**src/rtl/otg_evt_pkg.sv**
```systemverilog
package otg_evt_pkg;
  localparam int ADDR_W = 3;
  localparam logic [ADDR_W-1:0] A_RISE  = 3'd0;
  localparam logic [ADDR_W-1:0] A_FALL  = 3'd1;
  localparam logic [ADDR_W-1:0] A_LATCH = 3'd2;
  localparam logic [ADDR_W-1:0] A_ALT   = 3'd3;
  localparam logic [ADDR_W-1:0] A_STAT  = 3'd4;

  typedef enum logic [1:0] {
    OP_WRITE = 2'b00,
    OP_SET   = 2'b01,
    OP_CLEAR = 2'b10,
    OP_NONE  = 2'b11
  } reg_op_e;
endpackage

```
**src/rtl/otg_evt_sync.sv**
```systemverilog
module otg_evt_sync #(
  parameter int W      = 4,
  parameter int STAGES = 2
) (
  input  logic         clk_i,
  input  logic         rst_ni,
  input  logic [W-1:0] d_i,
  output logic [W-1:0] q_o
);
  logic [W-1:0] stg_q [STAGES];

  always_ff @(posedge clk_i or negedge rst_ni) begin
    if (!rst_ni) begin
      for (int k = 0; k < STAGES; k++) stg_q[k] <= '0;
    end else begin
      stg_q[0] <= d_i;
      for (int k = 1; k < STAGES; k++) stg_q[k] <= stg_q[k-1];
    end
  end

  assign q_o = stg_q[STAGES-1];
endmodule

```
**src/rtl/otg_evt_edge.sv**
```systemverilog
module otg_evt_edge #(
  parameter int W = 4
) (
  input  logic         clk_i,
  input  logic         rst_ni,
  input  logic         armed_i,
  input  logic [W-1:0] lvl_i,
  input  logic [W-1:0] rise_en_i,
  input  logic [W-1:0] fall_en_i,
  output logic [W-1:0] evt_o
);
  logic [W-1:0] prev_q;

  always_ff @(posedge clk_i or negedge rst_ni) begin
    if (!rst_ni) prev_q <= '0;
    else         prev_q <= lvl_i;
  end

  for (genvar i = 0; i < W; i++) begin : g_bit
    logic up, dn;
    assign up = lvl_i[i] & ~prev_q[i];
    assign dn = ~lvl_i[i] & prev_q[i];
    assign evt_o[i] = armed_i & ((rise_en_i[i] & up) | (fall_en_i[i] & dn));
  end
endmodule

```
**src/rtl/otg_evt_regs.sv**
```systemverilog
module otg_evt_regs
  import otg_evt_pkg::*;
#(
  parameter int N_SRC = 4
) (
  input  logic              clk_i,
  input  logic              rst_ni,
  input  logic [ADDR_W-1:0] addr_i,
  input  logic              wr_i,
  input  logic [1:0]        op_i,
  input  logic [N_SRC-1:0]  wdata_i,
  input  logic              rd_i,
  input  logic [N_SRC-1:0]  evt_i,
  input  logic              lpm_entry_i,
  input  logic [N_SRC-1:0]  lvl_i,
  output logic [N_SRC-1:0]  rise_en_o,
  output logic [N_SRC-1:0]  fall_en_o,
  output logic              alt_en_o,
  output logic [N_SRC-1:0]  latch_o,
  output logic [N_SRC-1:0]  rdata_o
);
  logic [N_SRC-1:0] rise_q, fall_q, latch_q, rdata_q;
  logic             alt_q, alt_nx, latch_clr;
  logic [N_SRC-1:0] rise_nx, fall_nx, latch_nx, rd_mux;

  function automatic logic [N_SRC-1:0] apply_op(logic [N_SRC-1:0] cur,
                                                logic [1:0] op,
                                                logic [N_SRC-1:0] d);
    case (reg_op_e'(op))
      OP_WRITE: apply_op = d;
      OP_SET:   apply_op = cur | d;
      OP_CLEAR: apply_op = cur & ~d;
      default:  apply_op = cur;
    endcase
  endfunction

  always_comb begin
    rise_nx = rise_q;
    fall_nx = fall_q;
    alt_nx  = alt_q;
    if (wr_i) begin
      if (addr_i == A_RISE) rise_nx = apply_op(rise_q, op_i, wdata_i);
      if (addr_i == A_FALL) fall_nx = apply_op(fall_q, op_i, wdata_i);
      if (addr_i == A_ALT) begin
        case (reg_op_e'(op_i))
          OP_WRITE: alt_nx = wdata_i[0];
          OP_SET:   alt_nx = alt_q | wdata_i[0];
          OP_CLEAR: alt_nx = alt_q & ~wdata_i[0];
          default:  alt_nx = alt_q;
        endcase
      end
    end
  end

  // clear first, then merge same-edge events
  assign latch_clr = lpm_entry_i | (rd_i & (addr_i == A_LATCH));
  assign latch_nx  = (latch_clr ? '0 : latch_q) | evt_i;

  always_comb begin
    case (addr_i)
      A_RISE:  rd_mux = rise_q;
      A_FALL:  rd_mux = fall_q;
      A_LATCH: rd_mux = latch_q;
      A_ALT:   rd_mux = {{(N_SRC-1){1'b0}}, alt_q};
      A_STAT:  rd_mux = lvl_i;
      default: rd_mux = '0;
    endcase
  end

  always_ff @(posedge clk_i or negedge rst_ni) begin
    if (!rst_ni) begin
      rise_q  <= '0;
      fall_q  <= '0;
      alt_q   <= 1'b0;
      latch_q <= '0;
      rdata_q <= '0;
    end else begin
      rise_q  <= rise_nx;
      fall_q  <= fall_nx;
      alt_q   <= alt_nx;
      latch_q <= latch_nx;
      if (rd_i) rdata_q <= rd_mux;
    end
  end

  assign rise_en_o = rise_q;
  assign fall_en_o = fall_q;
  assign alt_en_o  = alt_q;
  assign latch_o   = latch_q;
  assign rdata_o   = rdata_q;
endmodule

```
**src/rtl/otg_evt_rxreq.sv**
```systemverilog
module otg_evt_rxreq (
  input  logic clk_i,
  input  logic rst_ni,
  input  logic evt_i,
  input  logic alt_evt_i,
  input  logic ack_i,
  output logic req_o,
  output logic alt_o
);
  logic req_q, alt_q;

  always_ff @(posedge clk_i or negedge rst_ni) begin
    if (!rst_ni) begin
      req_q <= 1'b0;
      alt_q <= 1'b0;
    end else begin
      req_q <= evt_i | alt_evt_i | (req_q & ~ack_i);
      alt_q <= alt_evt_i | (alt_q & ~ack_i);
    end
  end

  assign req_o = req_q;
  assign alt_o = alt_q;
endmodule

```
**src/rtl/otg_evt_irq.sv**
```systemverilog
module otg_evt_irq
  import otg_evt_pkg::*;
#(
  parameter int N_SRC       = 4,
  parameter int SYNC_STAGES = 2
) (
  input  logic              clk_i,
  input  logic              rst_ni,
  input  logic [N_SRC-1:0]  src_i,
  input  logic              bvalid_i,
  input  logic              lpm_i,
  input  logic [ADDR_W-1:0] reg_addr_i,
  input  logic              reg_wr_i,
  input  logic [1:0]        reg_op_i,
  input  logic [N_SRC-1:0]  reg_wdata_i,
  input  logic              reg_rd_i,
  output logic [N_SRC-1:0]  reg_rdata_o,
  output logic              rxcmd_req_o,
  output logic              rxcmd_alt_o,
  input  logic              rxcmd_ack_i
);
  localparam int ARM_LEN = SYNC_STAGES + 1;

  logic [N_SRC:0]   lvl_all;
  logic [N_SRC-1:0] src_lvl, src_evt, rise_en, fall_en, latch_w;
  logic             bv_lvl, alt_evt, alt_en, lpm_q, lpm_entry, armed;
  logic [ARM_LEN-1:0] arm_q;

  otg_evt_sync #(.W(N_SRC+1), .STAGES(SYNC_STAGES)) u_sync (
    .clk_i, .rst_ni, .d_i({bvalid_i, src_i}), .q_o(lvl_all)
  );
  assign src_lvl = lvl_all[N_SRC-1:0];
  assign bv_lvl  = lvl_all[N_SRC];

  // hold off edges until pipeline and edge register carry real samples
  always_ff @(posedge clk_i or negedge rst_ni) begin
    if (!rst_ni) begin
      arm_q <= '0;
      lpm_q <= 1'b0;
    end else begin
      arm_q <= {arm_q[ARM_LEN-2:0], 1'b1};
      lpm_q <= lpm_i;
    end
  end
  assign armed     = arm_q[ARM_LEN-1];
  assign lpm_entry = lpm_i & ~lpm_q;

  otg_evt_edge #(.W(N_SRC)) u_edge (
    .clk_i, .rst_ni, .armed_i(armed), .lvl_i(src_lvl),
    .rise_en_i(rise_en), .fall_en_i(fall_en), .evt_o(src_evt)
  );

  otg_evt_edge #(.W(1)) u_alt_edge (
    .clk_i, .rst_ni, .armed_i(armed), .lvl_i(bv_lvl),
    .rise_en_i(1'b0), .fall_en_i(alt_en), .evt_o(alt_evt)
  );

  otg_evt_regs #(.N_SRC(N_SRC)) u_regs (
    .clk_i, .rst_ni, .addr_i(reg_addr_i), .wr_i(reg_wr_i), .op_i(reg_op_i),
    .wdata_i(reg_wdata_i), .rd_i(reg_rd_i), .evt_i(src_evt),
    .lpm_entry_i(lpm_entry), .lvl_i(src_lvl), .rise_en_o(rise_en),
    .fall_en_o(fall_en), .alt_en_o(alt_en), .latch_o(latch_w),
    .rdata_o(reg_rdata_o)
  );

  otg_evt_rxreq u_req (
    .clk_i, .rst_ni, .evt_i(|src_evt), .alt_evt_i(alt_evt),
    .ack_i(rxcmd_ack_i), .req_o(rxcmd_req_o), .alt_o(rxcmd_alt_o)
  );
endmodule

```
**config.mk**
```make
export PLATFORM = sky130hd
export DESIGN_NAME = otg_evt_irq
export DESIGN_NICKNAME = d
export VERILOG_FILES = /design/src/rtl/otg_evt_pkg.sv /design/src/rtl/otg_evt_sync.sv /design/src/rtl/otg_evt_edge.sv /design/src/rtl/otg_evt_regs.sv /design/src/rtl/otg_evt_rxreq.sv /design/src/rtl/otg_evt_irq.sv
export SDC_FILE = /design/constraint.sdc
export NUM_CORES = 1
export LEC_CHECK = 0
export ABC_CLOCK_PERIOD_IN_PS = 1500
export CORE_AREA = 3 3 64 66
export CTS_CLUSTER_DIAMETER = 120
export DETAILED_ROUTE_END_ITERATION = 10
export DIE_AREA = 0 0 67 69
export DONT_BUFFER_PORTS = 1
export GPL_TIMING_DRIVEN = 0
export HOLD_SLACK_MARGIN = 0.03
export REMOVE_ABC_BUFFERS = 1
export SETUP_SLACK_MARGIN = 0.02
export SYNTH_ARGS = -nofsm -noshare
export SYNTH_HDL_FRONTEND = slang
export SYNTH_SLANG_ARGS = --single-unit
```
**constraint.sdc**
```tcl
create_clock -name clk_i -period 1.5 [get_ports clk_i]
set_clock_uncertainty 0.1 [all_clocks]
set_input_delay 0.375 -clock clk_i [delete_from_list [all_inputs] [get_ports clk_i]]
set_output_delay 0.375 -clock clk_i [all_outputs]
set_load 0.1 [all_outputs]
```
==> impl_metrics.tcl <==
set metrics [dict create \
    place.port_buffers 0 \
    fin_nets 167 \
    root_buffer "clkbuf_8" \
    dieArea_um2 4623 \
    synth.area.top_cells "dfrtp_1 59%, a21oi_1 7.2%, nand4b_1 3.8%" \
    slew_violations 0 \
    ir_drop_v 0.0008005 \
    netlist_area_um2 1603 \
    min_path_cells 1 \
    cts.sinks 38 \
    detail_route.iter0.violations 74 \
    setup_viol_count_final 0 \
    swShare_pct 28.19 \
    grt_setup_unrepaired "false" \
    dp_hpwl_um 2080 \
    clockBufferDepth 2 \
    ys_types 34 \
    drc 0 \
    wire_per_inst_um 15.22 \
    overflow 0 \
    grt.total_usage_pct 14.41 \
    place.gp.congestion 0.7428 \
    grt_pass1_vias 1052 \
    first_pass_iters 4 \
    cts_tree "yes" \
    pwr-share-clk_pct 36.8 \
    worstSetupStartpointType "flop" \
    critPathCaptureType "primary output" \
    area_delta_synth_final_pct 14.75 \
    run_status "finished, final reports clean" \
    antenna_found_initial 0 \
    fin_crit_ps 1446 \
    h-tree-depth 2 \
    drive_gt1_share_pct 16.55 \
    period_share_pct 96.40 \
    power.density_nw_per_um2 1506 \
    r2r_cells 4 \
    io_pins 26 \
    core_um2 3633 \
    max-cap-violations 0 \
    crit_path_max_fanout 2 \
    path_depth 0 \
    final_cell_area_um2 1839 \
    vias 1015 \
    syn_avg_cell_area_um2 11.79 \
    hold_path.class "in2reg" \
    crit_type "reg2out" \
    ys_ff_latch 38 \
    die_h_um 69 \
    row_count 22 \
    clkLatencyLatePin_ps 290 \
    netSwitchingPower_w 0.0007808 \
    yosys_warnings 0 \
    setup_tns_ps 0 \
    via_per_inst 5.259 \
    critPathRequiredTime_ps 1020 \
    comb_power_share_pct 10.5 \
    cts_buffers 5 \
    synth_top_area_share_pct 59.33 \
    grt_pass1_wl_um 4981 \
    cp.arrival_ps 970 \
    die_w_um 67 \
    grt_start_max_net_pins 39 \
    hold_violations 0 \
    synth_top_cell_by_area "dfrtp_1" \
    fmax_ghz 0.6916 \
    synthCells 136 \
    placed_area_um2 1602 \
    ant_nets 0 \
    antennaDiodeCount 0 \
    drt_wl_total_um 2938 \
    pwr-share-seq_pct 52.7 \
    path_clk_slew_ps 70 \
    floorplan.initialDensity_pct 44.11 \
    p_int_w 0.001989 \
    p_leak_nw 0.8249 \
    yosysSeqAreaShare_pct 59.33 \
]
==> placed cells by master, fill, tap and decap left out, types with 2 or more instances in the layout <==
cell / count
a21o_1: 3
o21ai_0: 3
nor2_1: 4
inv_1: 6
and2_1: 2
a21oi_1: 23
ha_1: 3
bufinv_16: 2
nand2_1: 10
clkbuf_8: 5
o22ai_1: 4
a2bb2oi_1: 4
nand4b_1: 7
nor2b_1: 3
dfrtp_2: 5
mux2_2: 3
dfrtp_1: 32
dlygate4sd3_1: 7
==> per-stage QoR <==
stage          total power, W  hold WS, ps  setup slack [ps]  util, %  instances
6_report             0.002770        57.74             54.07    50.62        193
5_1_grt              0.002906        62.23             31.85    50.62        193
4_1_cts              0.002797        47.64             37.36    50.55        193
3_5_place_dp         0.001726       -19.76            -100.7    44.08        177
3_3_place_gp         0.001711       -19.77            -73.99    44.08        177
2_1_floorplan        0.001644       -20.59             6.724        -        129
==> per-layer routing <==
| metal | vias up | global-route usage, % | part of all wire, % |
|---|---|---|---|
| met5 | - | 0 | 0 |
| met4 | 0 | 6.081 | 1.4 |
| met3 | 4 | 4.235 | 5.9 |
| met2 | 26 | 21.72 | 48 |
| met1 | 492 | 19.10 | 44 |
| li1 | 493 | - | - |
==> final cells by class <==
class / count / area, um^2
fill: 325 / 1794
sequential: 38 / 960.9
multi-input combinational: 85 / 568.0
timing repair buffer: 8 / 90.09
clock buffer: 5 / 68.82
clock inverter: 3 / 68.82
tap: 48 / 60.06
inverter: 6 / 22.52
==> worst paths after layout <==
path | to | slack [ps] | from
hold / removal | u_regs.rdata_o[1]$_DFFE_PN0P_ | 60 | reg_rd_i
setup reg to reg | u_req.req_o$_DFF_PN0_ | 200 | u_req.req_o$_DFF_PN0_
hold reg to reg | arm_q[2]$_DFF_PN0_ | 250 | arm_q[1]$_DFF_PN0_
max in group asynchronous | u_req.req_o$_DFF_PN0_ | 620 | rst_ni
setup / recovery | reg_rdata_o[1] | 50 | u_regs.rdata_o[1]$_DFFE_PN0P_
min in group asynchronous | u_req.alt_o$_DFF_PN0_ | 470 | rst_ni
==> registers in the layout, indices dropped and copies added (netlist names) <==
signal and count:
u_sync.stg_q 5, u_sync.q_o 5, u_regs.rdata_o 4, u_alt_edge.prev_q 1, u_regs.latch_o 4, arm_q 3
u_regs.fall_en_o 4, u_req.alt_o 1, lpm_q 1, u_edge.prev_q 4, u_req.req_o 1, u_regs.alt_en_o 1
u_regs.rise_en_o 4
==> kinds of logic after synthesis <==
logic type               Yosys count  synth area share, %
AO/OA/AOI/OAI                     39                14.29
other                              1               0.2340
buffers and inverters             13                5.230
flip-flops                        38                59.33
adder cells (fa/ha/maj)            3                2.342
AND/OR/NAND/NOR                   37                14.44
multiplexers                       5                4.137
==> cell usage after synthesis (all sizes together) <==
library cell,instances
dfrtp,38
a21oi,23
nand2,10
nand4b,7
inv,6
buf,5
nor2,5
a2bb2oi,4
nor2b,4
o22ai,4
a21o,3
ha,3
mux2,3
o21ai,3
and2,2
clkbuf,2
a31oi,1
and3,1
and3b,1
and4bb,1
conb,1
mux2i,1
mux4,1
nand2b,1
nand3,1
nand3b,1
nor3b,1
nor4,1
o32a,1
or2,1
==> what timing repair did <==
item                                    4_1_cts  5_1_grt
endpoints found under the setup margin        7        1
resized for setup                             6        1
setup buffers                                 0        0
hold buffers                                  8        0
hold endpoints to repair                     44        0
==> power by group through the flow <==
| stage | registers, W | logic, W | clock network [W] |
|---|---|---|---|
| finish | 0.00146 | 0.000292 | 0.00102 |
| global route | 0.00148 | 0.000337 | 0.00109 |
| CTS | 0.00146 | 0.000296 | 0.00104 |
| detailed placement | 0.00147 | 0.000254 | 0 |
| global placement | 0.00147 | 0.000244 | 0 |
| floorplan | 0.00143 | 0.000216 | 0 |
No activity file was read; power rests on OpenSTA's default activity.
